--- config.mk ---
export PLATFORM = sky130hd
export DESIGN_NAME = tsp_station_pool
export DESIGN_NICKNAME = d
export VERILOG_FILES = /design/src/rtl/tsp_pkg.sv /design/src/rtl/tsp_reg_status.sv /design/src/rtl/tsp_station_bank.sv /design/src/rtl/tsp_fu_stub.sv /design/src/rtl/tsp_station_pool.sv
export SDC_FILE = /design/constraint.sdc
export NUM_CORES = 1
export LEC_CHECK = 0
export CORE_ASPECT_RATIO = 1.1
export CORE_MARGIN = 3
export CORE_UTILIZATION = 30
export DETAILED_ROUTE_END_ITERATION = 6
export DONT_BUFFER_PORTS = 1
export HOLD_SLACK_MARGIN = 0.03
export SLEW_MARGIN = 10
export SYNTH_ARGS = -nofsm -noshare
export SYNTH_HDL_FRONTEND = slang
export SYNTH_SLANG_ARGS = --single-unit
--- constraint.sdc ---
create_clock -name clk -period 18.9 [get_ports clk]
set_clock_uncertainty 0.05 [all_clocks]
set_input_delay 3.78 -clock clk [delete_from_list [all_inputs] [get_ports clk]]
set_output_delay 3.78 -clock clk [all_outputs]
set_load 0.005 [all_outputs]
--- src/rtl/tsp_pkg.sv ---
package tsp_pkg;
  typedef enum logic {UNIT_ADD = 1'b0, UNIT_MUL = 1'b1} unit_e;
  typedef enum logic {OP_SUM = 1'b0, OP_DIFF = 1'b1} addop_e;
endpackage

--- src/rtl/tsp_reg_status.sv ---
module tsp_reg_status #(
  parameter int NREG = 8,
  parameter int DW   = 16,
  parameter int TW   = 3,
  parameter int RW   = 3
) (
  input  logic          clk,
  input  logic          rst,
  input  logic          we,
  input  logic [RW-1:0] wdst,
  input  logic [TW-1:0] wtag,
  input  logic [RW-1:0] ra,
  input  logic [RW-1:0] rb,
  output logic [DW-1:0] ra_val,
  output logic          ra_busy,
  output logic [TW-1:0] ra_tag,
  output logic [DW-1:0] rb_val,
  output logic          rb_busy,
  output logic [TW-1:0] rb_tag,
  input  logic [RW-1:0] dbg_addr,
  output logic [DW-1:0] dbg_val,
  output logic          dbg_busy,
  output logic [TW-1:0] dbg_tag,
  input  logic          bus_valid,
  input  logic [TW-1:0] bus_tag,
  input  logic [DW-1:0] bus_data
);
  logic [DW-1:0] val_q  [NREG];
  logic          busy_q [NREG];
  logic [TW-1:0] tag_q  [NREG];

  always_ff @(posedge clk) begin
    if (rst) begin
      for (int r = 0; r < NREG; r++) begin
        val_q[r]  <= DW'(r + 1);
        busy_q[r] <= 1'b0;
        tag_q[r]  <= '0;
      end
    end else begin
      for (int r = 0; r < NREG; r++) begin
        // only the writer named by the current tag may retire the entry
        if (bus_valid && busy_q[r] && tag_q[r] == bus_tag) begin
          val_q[r]  <= bus_data;
          busy_q[r] <= 1'b0;
        end
        // a new claim at issue overrides a retirement in the same cycle
        if (we && wdst == RW'(r)) begin
          busy_q[r] <= 1'b1;
          tag_q[r]  <= wtag;
        end
      end
    end
  end

  assign ra_val   = val_q[ra];
  assign ra_busy  = busy_q[ra];
  assign ra_tag   = tag_q[ra];
  assign rb_val   = val_q[rb];
  assign rb_busy  = busy_q[rb];
  assign rb_tag   = tag_q[rb];
  assign dbg_val  = val_q[dbg_addr];
  assign dbg_busy = busy_q[dbg_addr];
  assign dbg_tag  = tag_q[dbg_addr];

  for (genvar g = 0; g < NREG; g++) begin : g_chk
    p_claim_r3: assert property (@(posedge clk) disable iff (rst)
      (we && wdst == RW'(g)) |=> (busy_q[g] && tag_q[g] == $past(wtag)));
    p_release_r6: assert property (@(posedge clk) disable iff (rst)
      (bus_valid && busy_q[g] && tag_q[g] == bus_tag && !(we && wdst == RW'(g)))
        |=> (!busy_q[g] && val_q[g] == $past(bus_data)));
    p_newer_kept_r9: assert property (@(posedge clk) disable iff (rst)
      (bus_valid && busy_q[g] && tag_q[g] != bus_tag) |=> (busy_q[g] && $stable(val_q[g])));
  end
endmodule

--- src/rtl/tsp_station_bank.sv ---
module tsp_station_bank #(
  parameter int N        = 3,
  parameter int DW       = 16,
  parameter int TW       = 3,
  parameter int TAG_BASE = 1
) (
  input  logic          clk,
  input  logic          rst,
  input  logic          alloc,
  input  logic          a_op,
  input  logic          a_ok,
  input  logic [DW-1:0] a_val,
  input  logic [TW-1:0] a_tag,
  input  logic          b_ok,
  input  logic [DW-1:0] b_val,
  input  logic [TW-1:0] b_tag,
  output logic          room,
  output logic [TW-1:0] new_tag,
  input  logic          fu_idle,
  output logic          fire,
  output logic          f_op,
  output logic [DW-1:0] f_a,
  output logic [DW-1:0] f_b,
  output logic [TW-1:0] f_tag,
  input  logic          bus_valid,
  input  logic [TW-1:0] bus_tag,
  input  logic [DW-1:0] bus_data
);
  localparam int IW = (N > 1) ? $clog2(N) : 1;

  logic          busy_q  [N];
  logic          fired_q [N];
  logic          op_q    [N];
  logic          ok1_q   [N];
  logic          ok2_q   [N];
  logic [DW-1:0] v1_q    [N];
  logic [DW-1:0] v2_q    [N];
  logic [TW-1:0] q1_q    [N];
  logic [TW-1:0] q2_q    [N];
  // older_q[j][i] set: station j was allocated before station i
  logic [N-1:0]  older_q [N];

  logic [N-1:0]  ready;
  logic [N-1:0]  blocked;
  logic [IW-1:0] free_idx;
  logic [IW-1:0] sel_idx;
  logic          any_ready;

  for (genvar i = 0; i < N; i++) begin : g_rdy
    assign ready[i] = busy_q[i] && !fired_q[i] && ok1_q[i] && ok2_q[i];
  end

  always_comb begin
    free_idx = '0;
    room     = 1'b0;
    for (int i = N - 1; i >= 0; i--) begin
      if (!busy_q[i]) begin
        free_idx = IW'(i);
        room     = 1'b1;
      end
    end
  end
  assign new_tag = TW'(TAG_BASE) + TW'(free_idx);

  always_comb begin
    for (int i = 0; i < N; i++) begin
      blocked[i] = 1'b0;
      for (int j = 0; j < N; j++) begin
        if (j != i && ready[j] && older_q[j][i]) blocked[i] = 1'b1;
      end
    end
  end

  always_comb begin
    sel_idx   = '0;
    any_ready = 1'b0;
    for (int i = 0; i < N; i++) begin
      if (ready[i] && !blocked[i]) begin
        sel_idx   = IW'(i);
        any_ready = 1'b1;
      end
    end
  end

  assign fire  = any_ready && fu_idle;
  assign f_op  = op_q[sel_idx];
  assign f_a   = v1_q[sel_idx];
  assign f_b   = v2_q[sel_idx];
  assign f_tag = TW'(TAG_BASE) + TW'(sel_idx);

  always_ff @(posedge clk) begin
    if (rst) begin
      for (int i = 0; i < N; i++) begin
        busy_q[i]  <= 1'b0;
        fired_q[i] <= 1'b0;
        op_q[i]    <= 1'b0;
        ok1_q[i]   <= 1'b0;
        ok2_q[i]   <= 1'b0;
        v1_q[i]    <= '0;
        v2_q[i]    <= '0;
        q1_q[i]    <= '0;
        q2_q[i]    <= '0;
        older_q[i] <= '0;
      end
    end else begin
      for (int i = 0; i < N; i++) begin
        if (bus_valid && busy_q[i]) begin
          if (!ok1_q[i] && bus_tag == q1_q[i]) begin
            v1_q[i]  <= bus_data;
            ok1_q[i] <= 1'b1;
          end
          if (!ok2_q[i] && bus_tag == q2_q[i]) begin
            v2_q[i]  <= bus_data;
            ok2_q[i] <= 1'b1;
          end
          if (bus_tag == TW'(TAG_BASE + i)) busy_q[i] <= 1'b0;
        end
      end
      if (fire) fired_q[sel_idx] <= 1'b1;
      if (alloc) begin
        busy_q[free_idx]  <= 1'b1;
        fired_q[free_idx] <= 1'b0;
        op_q[free_idx]    <= a_op;
        ok1_q[free_idx]   <= a_ok;
        ok2_q[free_idx]   <= b_ok;
        v1_q[free_idx]    <= a_val;
        v2_q[free_idx]    <= b_val;
        q1_q[free_idx]    <= a_tag;
        q2_q[free_idx]    <= b_tag;
        for (int k = 0; k < N; k++) older_q[k][free_idx] <= 1'b1;
        older_q[free_idx] <= '0;
      end
    end
  end

  p_alloc_room_r1: assert property (@(posedge clk) disable iff (rst) alloc |-> room);

  for (genvar g = 0; g < N; g++) begin : g_chk
    p_wait_operands_r5: assert property (@(posedge clk) disable iff (rst)
      (!ok1_q[g] || !ok2_q[g]) |-> !(fire && sel_idx == IW'(g)));
    p_once_r5: assert property (@(posedge clk) disable iff (rst)
      (fired_q[g] && busy_q[g]) |-> !(fire && sel_idx == IW'(g)));
    p_freed_r6: assert property (@(posedge clk) disable iff (rst)
      (bus_valid && busy_q[g] && bus_tag == TW'(TAG_BASE + g)) |=> !busy_q[g]);
  end
endmodule

--- src/rtl/tsp_fu_stub.sv ---
module tsp_fu_stub #(
  parameter int DW     = 16,
  parameter int TW     = 3,
  parameter int LAT    = 2,
  parameter bit IS_MUL = 1'b0
) (
  input  logic          clk,
  input  logic          rst,
  input  logic          start,
  input  logic          op,
  input  logic [DW-1:0] a,
  input  logic [DW-1:0] b,
  input  logic [TW-1:0] tag_in,
  input  logic          grant,
  output logic          idle,
  output logic          done,
  output logic [DW-1:0] res,
  output logic [TW-1:0] tag_out
);
  import tsp_pkg::*;
  localparam int CW = (LAT > 1) ? $clog2(LAT) : 1;

  logic          busy_q;
  logic [CW-1:0] cnt_q;
  logic [DW-1:0] calc;

  if (IS_MUL) begin : g_mul
    logic unused_op;
    assign unused_op = op;
    assign calc      = a * b;
  end else begin : g_add
    assign calc = (addop_e'(op) == OP_DIFF) ? (a - b) : (a + b);
  end

  always_ff @(posedge clk) begin
    if (rst) begin
      busy_q  <= 1'b0;
      cnt_q   <= '0;
      res     <= '0;
      tag_out <= '0;
    end else if (start) begin
      busy_q  <= 1'b1;
      cnt_q   <= CW'(LAT - 1);
      res     <= calc;
      tag_out <= tag_in;
    end else if (busy_q && cnt_q != '0) begin
      cnt_q <= cnt_q - 1'b1;
    end else if (grant) begin
      busy_q <= 1'b0;
    end
  end

  assign idle = !busy_q;
  assign done = busy_q && cnt_q == '0;

  p_start_idle_r5: assert property (@(posedge clk) disable iff (rst) start |-> idle);
  p_min_latency_r8: assert property (@(posedge clk) disable iff (rst) done |-> $past(busy_q));
  p_hold_result_r7: assert property (@(posedge clk) disable iff (rst)
    (done && !grant) |=> (done && $stable(res) && $stable(tag_out)));
endmodule

--- src/rtl/tsp_station_pool.sv ---
module tsp_station_pool
  import tsp_pkg::*;
#(
  parameter int DW      = 16,
  parameter int NREG    = 8,
  parameter int N_ADD   = 3,
  parameter int N_MUL   = 2,
  parameter int LAT_ADD = 2,
  parameter int LAT_MUL = 4,
  localparam int RW     = $clog2(NREG),
  localparam int TW     = $clog2(N_ADD + N_MUL + 1)
) (
  input  logic          clk,
  input  logic          rst,
  input  logic          iss_valid,
  input  logic          iss_unit,
  input  logic          iss_op,
  input  logic [RW-1:0] iss_dst,
  input  logic [RW-1:0] iss_srca,
  input  logic [RW-1:0] iss_srcb,
  output logic          iss_ready,
  output logic          bus_valid,
  output logic [TW-1:0] bus_tag,
  output logic [DW-1:0] bus_data,
  input  logic [RW-1:0] rd_addr,
  output logic [DW-1:0] rd_data,
  output logic          rd_busy,
  output logic [TW-1:0] rd_tag
);
  localparam int ADD_BASE = 1;
  localparam int MUL_BASE = 1 + N_ADD;

  unit_e         unit_s;
  logic          accept, add_alloc, mul_alloc;
  logic          add_room, mul_room;
  logic [TW-1:0] add_ntag, mul_ntag, new_tag;

  logic [DW-1:0] sa_val, sb_val, a_val, b_val;
  logic          sa_busy, sb_busy, a_ok, b_ok;
  logic [TW-1:0] sa_tag, sb_tag;

  logic          add_fire, mul_fire, add_fop, mul_fop;
  logic [DW-1:0] add_fa, add_fb, mul_fa, mul_fb;
  logic [TW-1:0] add_ftag, mul_ftag;
  logic          add_idle, mul_idle, add_done, mul_done;
  logic [DW-1:0] add_res, mul_res;
  logic [TW-1:0] add_rtag, mul_rtag;
  logic          gnt_add, gnt_mul;

  assign unit_s    = unit_e'(iss_unit);
  assign iss_ready = (unit_s == UNIT_MUL) ? mul_room : add_room;
  assign accept    = iss_valid && iss_ready;
  assign add_alloc = accept && unit_s == UNIT_ADD;
  assign mul_alloc = accept && unit_s == UNIT_MUL;
  assign new_tag   = (unit_s == UNIT_MUL) ? mul_ntag : add_ntag;

  // source resolution: register value, same-cycle broadcast, or producer tag
  always_comb begin
    a_ok  = !sa_busy || (bus_valid && bus_tag == sa_tag);
    a_val = sa_busy ? bus_data : sa_val;
    b_ok  = !sb_busy || (bus_valid && bus_tag == sb_tag);
    b_val = sb_busy ? bus_data : sb_val;
  end

  tsp_reg_status #(.NREG(NREG), .DW(DW), .TW(TW), .RW(RW)) u_regs (
    .clk(clk), .rst(rst),
    .we(accept), .wdst(iss_dst), .wtag(new_tag),
    .ra(iss_srca), .rb(iss_srcb),
    .ra_val(sa_val), .ra_busy(sa_busy), .ra_tag(sa_tag),
    .rb_val(sb_val), .rb_busy(sb_busy), .rb_tag(sb_tag),
    .dbg_addr(rd_addr), .dbg_val(rd_data), .dbg_busy(rd_busy), .dbg_tag(rd_tag),
    .bus_valid(bus_valid), .bus_tag(bus_tag), .bus_data(bus_data)
  );

  tsp_station_bank #(.N(N_ADD), .DW(DW), .TW(TW), .TAG_BASE(ADD_BASE)) u_add_bank (
    .clk(clk), .rst(rst), .alloc(add_alloc), .a_op(iss_op),
    .a_ok(a_ok), .a_val(a_val), .a_tag(sa_tag),
    .b_ok(b_ok), .b_val(b_val), .b_tag(sb_tag),
    .room(add_room), .new_tag(add_ntag), .fu_idle(add_idle),
    .fire(add_fire), .f_op(add_fop), .f_a(add_fa), .f_b(add_fb), .f_tag(add_ftag),
    .bus_valid(bus_valid), .bus_tag(bus_tag), .bus_data(bus_data)
  );

  tsp_station_bank #(.N(N_MUL), .DW(DW), .TW(TW), .TAG_BASE(MUL_BASE)) u_mul_bank (
    .clk(clk), .rst(rst), .alloc(mul_alloc), .a_op(iss_op),
    .a_ok(a_ok), .a_val(a_val), .a_tag(sa_tag),
    .b_ok(b_ok), .b_val(b_val), .b_tag(sb_tag),
    .room(mul_room), .new_tag(mul_ntag), .fu_idle(mul_idle),
    .fire(mul_fire), .f_op(mul_fop), .f_a(mul_fa), .f_b(mul_fb), .f_tag(mul_ftag),
    .bus_valid(bus_valid), .bus_tag(bus_tag), .bus_data(bus_data)
  );

  tsp_fu_stub #(.DW(DW), .TW(TW), .LAT(LAT_ADD), .IS_MUL(1'b0)) u_add_fu (
    .clk(clk), .rst(rst), .start(add_fire), .op(add_fop), .a(add_fa), .b(add_fb),
    .tag_in(add_ftag), .grant(gnt_add), .idle(add_idle), .done(add_done),
    .res(add_res), .tag_out(add_rtag)
  );

  tsp_fu_stub #(.DW(DW), .TW(TW), .LAT(LAT_MUL), .IS_MUL(1'b1)) u_mul_fu (
    .clk(clk), .rst(rst), .start(mul_fire), .op(mul_fop), .a(mul_fa), .b(mul_fb),
    .tag_in(mul_ftag), .grant(gnt_mul), .idle(mul_idle), .done(mul_done),
    .res(mul_res), .tag_out(mul_rtag)
  );

  // fixed priority for the single result bus: adder first
  assign gnt_add = add_done;
  assign gnt_mul = mul_done && !add_done;

  always_ff @(posedge clk) begin
    if (rst) begin
      bus_valid <= 1'b0;
      bus_tag   <= '0;
      bus_data  <= '0;
    end else begin
      bus_valid <= gnt_add || gnt_mul;
      if (gnt_add) begin
        bus_tag  <= add_rtag;
        bus_data <= add_res;
      end else if (gnt_mul) begin
        bus_tag  <= mul_rtag;
        bus_data <= mul_res;
      end else begin
        bus_tag <= '0;
      end
    end
  end

  p_one_grant_r7: assert property (@(posedge clk) disable iff (rst) $onehot0({gnt_add, gnt_mul}));
  p_tie_mul_waits_r7: assert property (@(posedge clk) disable iff (rst)
    (add_done && mul_done) |=> (mul_done && bus_valid && bus_tag == $past(add_rtag)));
  p_bus_tagged_r7: assert property (@(posedge clk) disable iff (rst) bus_valid |-> bus_tag != '0);
  p_no_alloc_stall_r1: assert property (@(posedge clk) disable iff (rst)
    (iss_valid && !iss_ready) |-> !(add_alloc || mul_alloc));
endmodule

# Word-level counts from Yosys, hierarchy flattened
# Memories as Yosys holds them, arrays and structs flattened.
# Index checks and enable logic that the tools add are counted.
# classes
mux	269
order_cmp	4
reduce_logical	128
n_addsub	8
n_eq_ne	34
bitwise	72
multipliers	1
# ops
operator	n
2-to-1 mux 16 bit	23
2-to-1 mux 1 bit	216
logical AND 1 bit	81
OR 1 bit	70
equality test 3 bit	20
2-to-1 mux 3 bit	16
logical NOT 1 bit	25
2-to-1 mux 2 bit	12
equality test 3 bit, second input constant	6
adder 16 bit	1
multiplier 16 x 16 -> 16 bit	1
subtractor 16 bit	1
equality test 3 x 2 -> 1 bit, second input constant	4
nonzero test 2 bit	6
OR reduction 3 bit	4
adder 1 x 2 -> 3 bit, first input constant	2
adder 3 x 1 -> 3 bit, first input constant	2
equality test 3 x 1 -> 1 bit, second input constant	2
OR reduction 1 bit	5
inequality test 2 bit, second input constant	2
AND reduction 2 bit	2
logical NOT 3 bit	1
logical OR 1 bit	3
< comparator 2 x 3 -> 1 bit, second input constant	1
9 further kinds	10
# word_totals
ff_bits	63
ram_bits	386
out_inout_bits	41
n_memories	22
elab_cells	549
in_bits	17
# mem_list
memory	words	word_bits	rd	rd_ports_with_merged_regs	write_ports	line	source
u_regs.val_q	8	16	3	0	8	tsp_reg_status.sv:28	logic [DW-1:0] val_q [NREG];
u_add_bank.v1_q	3	16	1	0	4	tsp_station_bank.sv:36	logic [DW-1:0] v1_q [N];
u_add_bank.v2_q	3	16	1	0	4	tsp_station_bank.sv:37	logic [DW-1:0] v2_q [N];
u_mul_bank.v1_q	2	16	1	0	3	tsp_station_bank.sv:36	
u_mul_bank.v2_q	2	16	1	0	3	tsp_station_bank.sv:37	
u_regs.tag_q	8	3	11	0	8	tsp_reg_status.sv:30	logic [TW-1:0] tag_q [NREG];
16 more memories	n/a	n/a	n/a	n/a	n/a	n/a	

# Depth between registers and ports, before layout
# An unclocked memory read counts as a cell.
# depth
word_depth	19
depth_mapped	28
mapped_depth_nobuf	25

# Modules after synthesis
# From an unflattened synthesis, not the netlist that was laid out.
# unflattened
hier_cells	2602
hier_area_um2	29450.7
# modules_own_cells
module	seq_area_each_um2	n_inst	cells_each	area_per_inst_um2
tsp_reg_status	4804.6	1	633	10012.1
tsp_station_bank (u_add_bank)	3933.8	1	637	6772.7
tsp_fu_stub (u_mul_fu)	440.4	1	545	4780.8
tsp_station_bank (u_mul_bank)	2582.5	1	415	4594.4
tsp_fu_stub (u_add_fu)	420.4	1	232	1870.5
tsp_station_pool	400.4	1	140	1420.1

# Least setup slack after synthesis
# OpenSTA, ideal clock, no wires.
# synth_timing
kind	input-to-output
from	input rd_addr[0]
to	output rd_busy
t_required_ns	15.070
arrival_ns	5.276
path_slack_ns	9.794
path_buffers	2
path_stages	4
cell_sequence	clkbuf_1 -> buf_1 -> mux4_2 -> mux2_2
# synth_via
elab_chain_cells	1
# synth_rtl
item	line	source
start, declared	tsp_station_pool.sv:25	input logic [RW-1:0] rd_addr,
memory (8 x 1 bit)	n/a	
end, declared	tsp_station_pool.sv:27	output logic rd_busy,
# Every way passes these cells.

# Final worst setup path
# layout_timing
from	input rd_addr[0]
to	output rd_data[8]
# layout_via
elab_chain_cells	1
# layout_rtl
item	line	source
memory (8 x 16 bit)	n/a	
end, declared	tsp_station_pool.sv:26	output logic [DW-1:0] rd_data,
# Every way passes these cells.

==> impl_metrics.sql <==
INSERT INTO impl_metrics (metric_group, metric, value, unit) VALUES
('status', 'status', 'finished clean', ''),
('worst_setup_path', 'cp_cell_sequence', 'mux4_2, mux2_2', ''),
('die', 'number_of_top_level_design_ports', '58', ''),
('worst_setup_path', 'cp_slowest_stage_delay', '0.50', 'ns'),
('power_and_ir_drop', 'vdd.ir_drop.worst', '0.07700', 'mV'),
('timing', 'final-setup-viol-count', '0', ''),
('final_layout', 'layout_nets', '2628', ''),
('final_layout', 'final_layout_size_suffix_gt1_frac', '0.1307', ''),
('die', 'initial_utilization', '0.3040', ''),
('synthesis', 'post_synth_num_cell_types', '73', ''),
('timing', 'final_critical_path_setup_slack', '10.42', 'ns'),
('global_route', 'maximum_number_of_pins_on_one_net_before_global_route_repair', '87', ''),
('synthesis', 'library_cell_occupying_the_most_area_in_the_post_synthesis_netlist', 'sky130_fd_sc_hd__edfxtp_1', ''),
('clock_tree', 'cts_made_buffers', '48', ''),
('power_and_ir_drop', 'power.static_leakage', '0.01114', 'uW'),
('clock_tree', 'clock_tree_from_tritoncts', 'built', ''),
('detailed_routing', 'drt_iter0_markers', '1918', ''),
('synthesis', 'yosysWarningCount', '0', ''),
('synthesis', 'yosys.cell_count.top_type', 'sky130_fd_sc_hd__nand2_1', ''),
('clock_tree', 'number_of_gates_resized_after_cts', '0', ''),
('die', 'placeableCoreArea', '89930', 'um2'),
('power_and_ir_drop', 'swShare', '0.2871', ''),
('worst_setup_path', 'critPathLaunchType', 'primary input', ''),
('clock_tree', 'cts_max_path_buffers', '3', ''),
('timing', 'setup_total_negative_slack', '0', 'ns'),
('detailed_routing', 'postRouteAntennaNets', '0', ''),
('placement', 'placement.setup.worst_slack', '10.43', 'ns'),
('worst_setup_path', 'worst_path_max_delay_cell', 'sky130_fd_sc_hd__mux4_2', ''),
('timing', 'tightest_slew', '1.129', 'ns'),
('clock_tree', 'post-cts-setup-buffers', '0', ''),
('timing', 'finalHoldViolCount', '0', ''),
('synthesis', 'synth.avg_cell_area', '10.80', 'um2'),
('job', 'timing.max_cap.violations', '0', ''),
('synthesis', 'synth_edf_count', '363', ''),
('synthesis', 'synth_area', '27340', 'um2'),
('timing', 'clock.fmax', '117.9', 'MHz'),
('worst_setup_path', 'required', '15.07', 'ns'),
('global_route', 'antenna_violations_before_repair', '0', ''),
('synthesis', 'synth_common_cells', '389 x sky130_fd_sc_hd__nand2_1, 363 x sky130_fd_sc_hd__edfxtp_1, 319 x sky130_fd_sc_hd__nor2_1', ''),
('clock_tree', 'path_clk_slew', '0.06', 'ns'),
('global_route', 'first_pass_grt_wire_length', '119800', 'um'),
('final_layout', 'diodes_inserted', '0', ''),
('die', 'die_x', '293.8', 'um'),
('clock_tree', 'worst_skew_pair_latency', '0.62', 'ns'),
('timing', 'unrepaired_setup_endpoints_after_global_routing', 'no', ''),
('worst_hold_path', 'min_path_type', 'register to register', ''),
('worst_setup_path', 'critical_path.top_delay_family', 'multiplexers', ''),
('synthesis', 'synth_seq_area_share', '0.4572', ''),
('detailed_routing', 'wl', '79350', 'um'),
('placement', 'gp_routability_congestion', '0.8177', ''),
('global_route', 'grt_util_overall', '0.1659', ''),
('die', 'row_count', '115', ''),
('synthesis', 'gate_count_of_the_mapped_netlist', '2531', ''),
('synthesis', 'async_flop_share', '0', ''),
('die', 'fp.dieArea', '94800', 'um2'),
('timing', 'final.min_clock_period', '8.480', 'ns'),
('detailed_routing', 'met3_length', '4801', 'um'),
('worst_setup_path', 'element_type_at_the_critical_path_end', 'primary output', ''),
('timing', 'final_min_period_over_clock_period', '0.4487', ''),
('worst_setup_path', 'worst_ep_arrival_time', '4.65', 'ns'),
('synthesis', 'synth.area.top_cells', 'sky130_fd_sc_hd__edfxtp_1 40%, sky130_fd_sc_hd__mux4_2 9.9%, sky130_fd_sc_hd__fa_1 5.9%', ''),
('power_and_ir_drop', 'power_frac_comb', '0.202', ''),
('worst_setup_path', 'rr_worst_depth', '24', ''),
('worst_setup_path', 'path_max_fanout', '40', ''),
('worst_setup_path', 'worstSetupPathType', 'primary input to primary output', ''),
('timing', 'slew-limit-headroom', '0.2457', ''),
('clock_tree', 'cts.sinks', '443', ''),
('detailed_routing', 'drc_errors', '0', ''),
('global_route', 'first_global_vias', '19050', ''),
('clock_tree', 'cts_hold_repair.buffers', '0', ''),
('die', 'floorplan.die.height', '322.6', 'um');
==> power by group through the flow <==
stage	clock network [uW]	logic, uW	registers, uW
5_1_grt	968	578	1130
3_3_place_gp	0	517	1140
6_report	921	519	1120
3_5_place_dp	0	520	1140
2_1_floorplan	0	395	1130
4_1_cts	934	524	1120
==> per-stage QoR <==
step	utilization	cells	hold WS, ns	area [um2]	power, uW
after detailed placement	0.3183	3584	0.3836	28620	1664
after global placement	0.3183	3584	0.3838	28620	1660
after floorplan	-	2531	0.3722	27340	1528
after CTS	0.3349	3672	0.3930	30120	2581
after global routing	0.3349	3672	0.4130	30120	2675
final	0.3349	3672	0.3926	30120	2565
==> cell type report <==
type | instances | area, um2
Inverter | 166 | 623.1
Fill cell | 8942 | 59810
Clock buffer | 64 | 1292
Multi-Input combinational cell | 1759 | 13690
Clock inverter | 24 | 206.4
Sequential cell | 443 | 12500
Timing Repair Buffer | 46 | 345.3
Tap cell | 1170 | 1464
==> worst paths after layout <==
path / endpoint / start / slack [ns]
setup / recovery: rd_data[8] / rd_addr[0] / 10.42
hold / removal: u_mul_bank.older_q[1][0] / u_mul_bank.older_q[1][0] / 0.39
setup reg to reg: u_mul_fu.res[15] / u_mul_bank.busy_q[1] / 10.99
hold reg to reg: u_mul_bank.older_q[1][0] / u_mul_bank.older_q[1][0] / 0.39
==> cells in the final DEF, fill, tap and decap left out, types with 64 or more instances in the layout <==
cell type and n:
sky130_fd_sc_hd__a21oi_1 87, sky130_fd_sc_hd__dfxtp_1 80, sky130_fd_sc_hd__edfxtp_1 363, sky130_fd_sc_hd__fa_1 81, sky130_fd_sc_hd__ha_1 66, sky130_fd_sc_hd__inv_1 165, sky130_fd_sc_hd__mux2i_1 64, sky130_fd_sc_hd__mux4_2 120
sky130_fd_sc_hd__nand2_1 389, sky130_fd_sc_hd__nor2_1 317, sky130_fd_sc_hd__o21ai_0 144, sky130_fd_sc_hd__xnor2_1 64
==> layer usage <==
layer  global-route usage  vias to the layer above
met5                    0                        -
met4              0.05402                        0
met3              0.02424                      137
met2               0.2960                      634
met1               0.2061                     9678
li1                     -                     8860
==> cell families after synthesis <==
| group | count (synthesis) | share of synthesized area |
|---|---|---|
| and+or+nand+nor | 881 | 0.1370 |
| DFF | 443 | 0.4572 |
| AOI/OAI and AO/OA | 380 | 0.08937 |
| buffers and inverters | 329 | 0.04549 |
| muxes | 230 | 0.1411 |
| adders and majority gates | 147 | 0.08951 |
| xor gates and xnor gates | 121 | 0.04027 |
==> state kept, by name, indices dropped and copies added (netlist names), 8 cells and up <==
register	cells
bus_data	16
u_add_bank.q1_q	9
u_add_bank.q2_q	9
u_add_bank.v1_q	48
u_add_bank.v2_q	48
u_add_fu.res	16
u_mul_bank.v1_q	32
u_mul_bank.v2_q	32
u_mul_fu.res	16
u_regs.busy_q	8
u_regs.tag_q	24
u_regs.val_q	128
(Power assumes the default switching activity.)
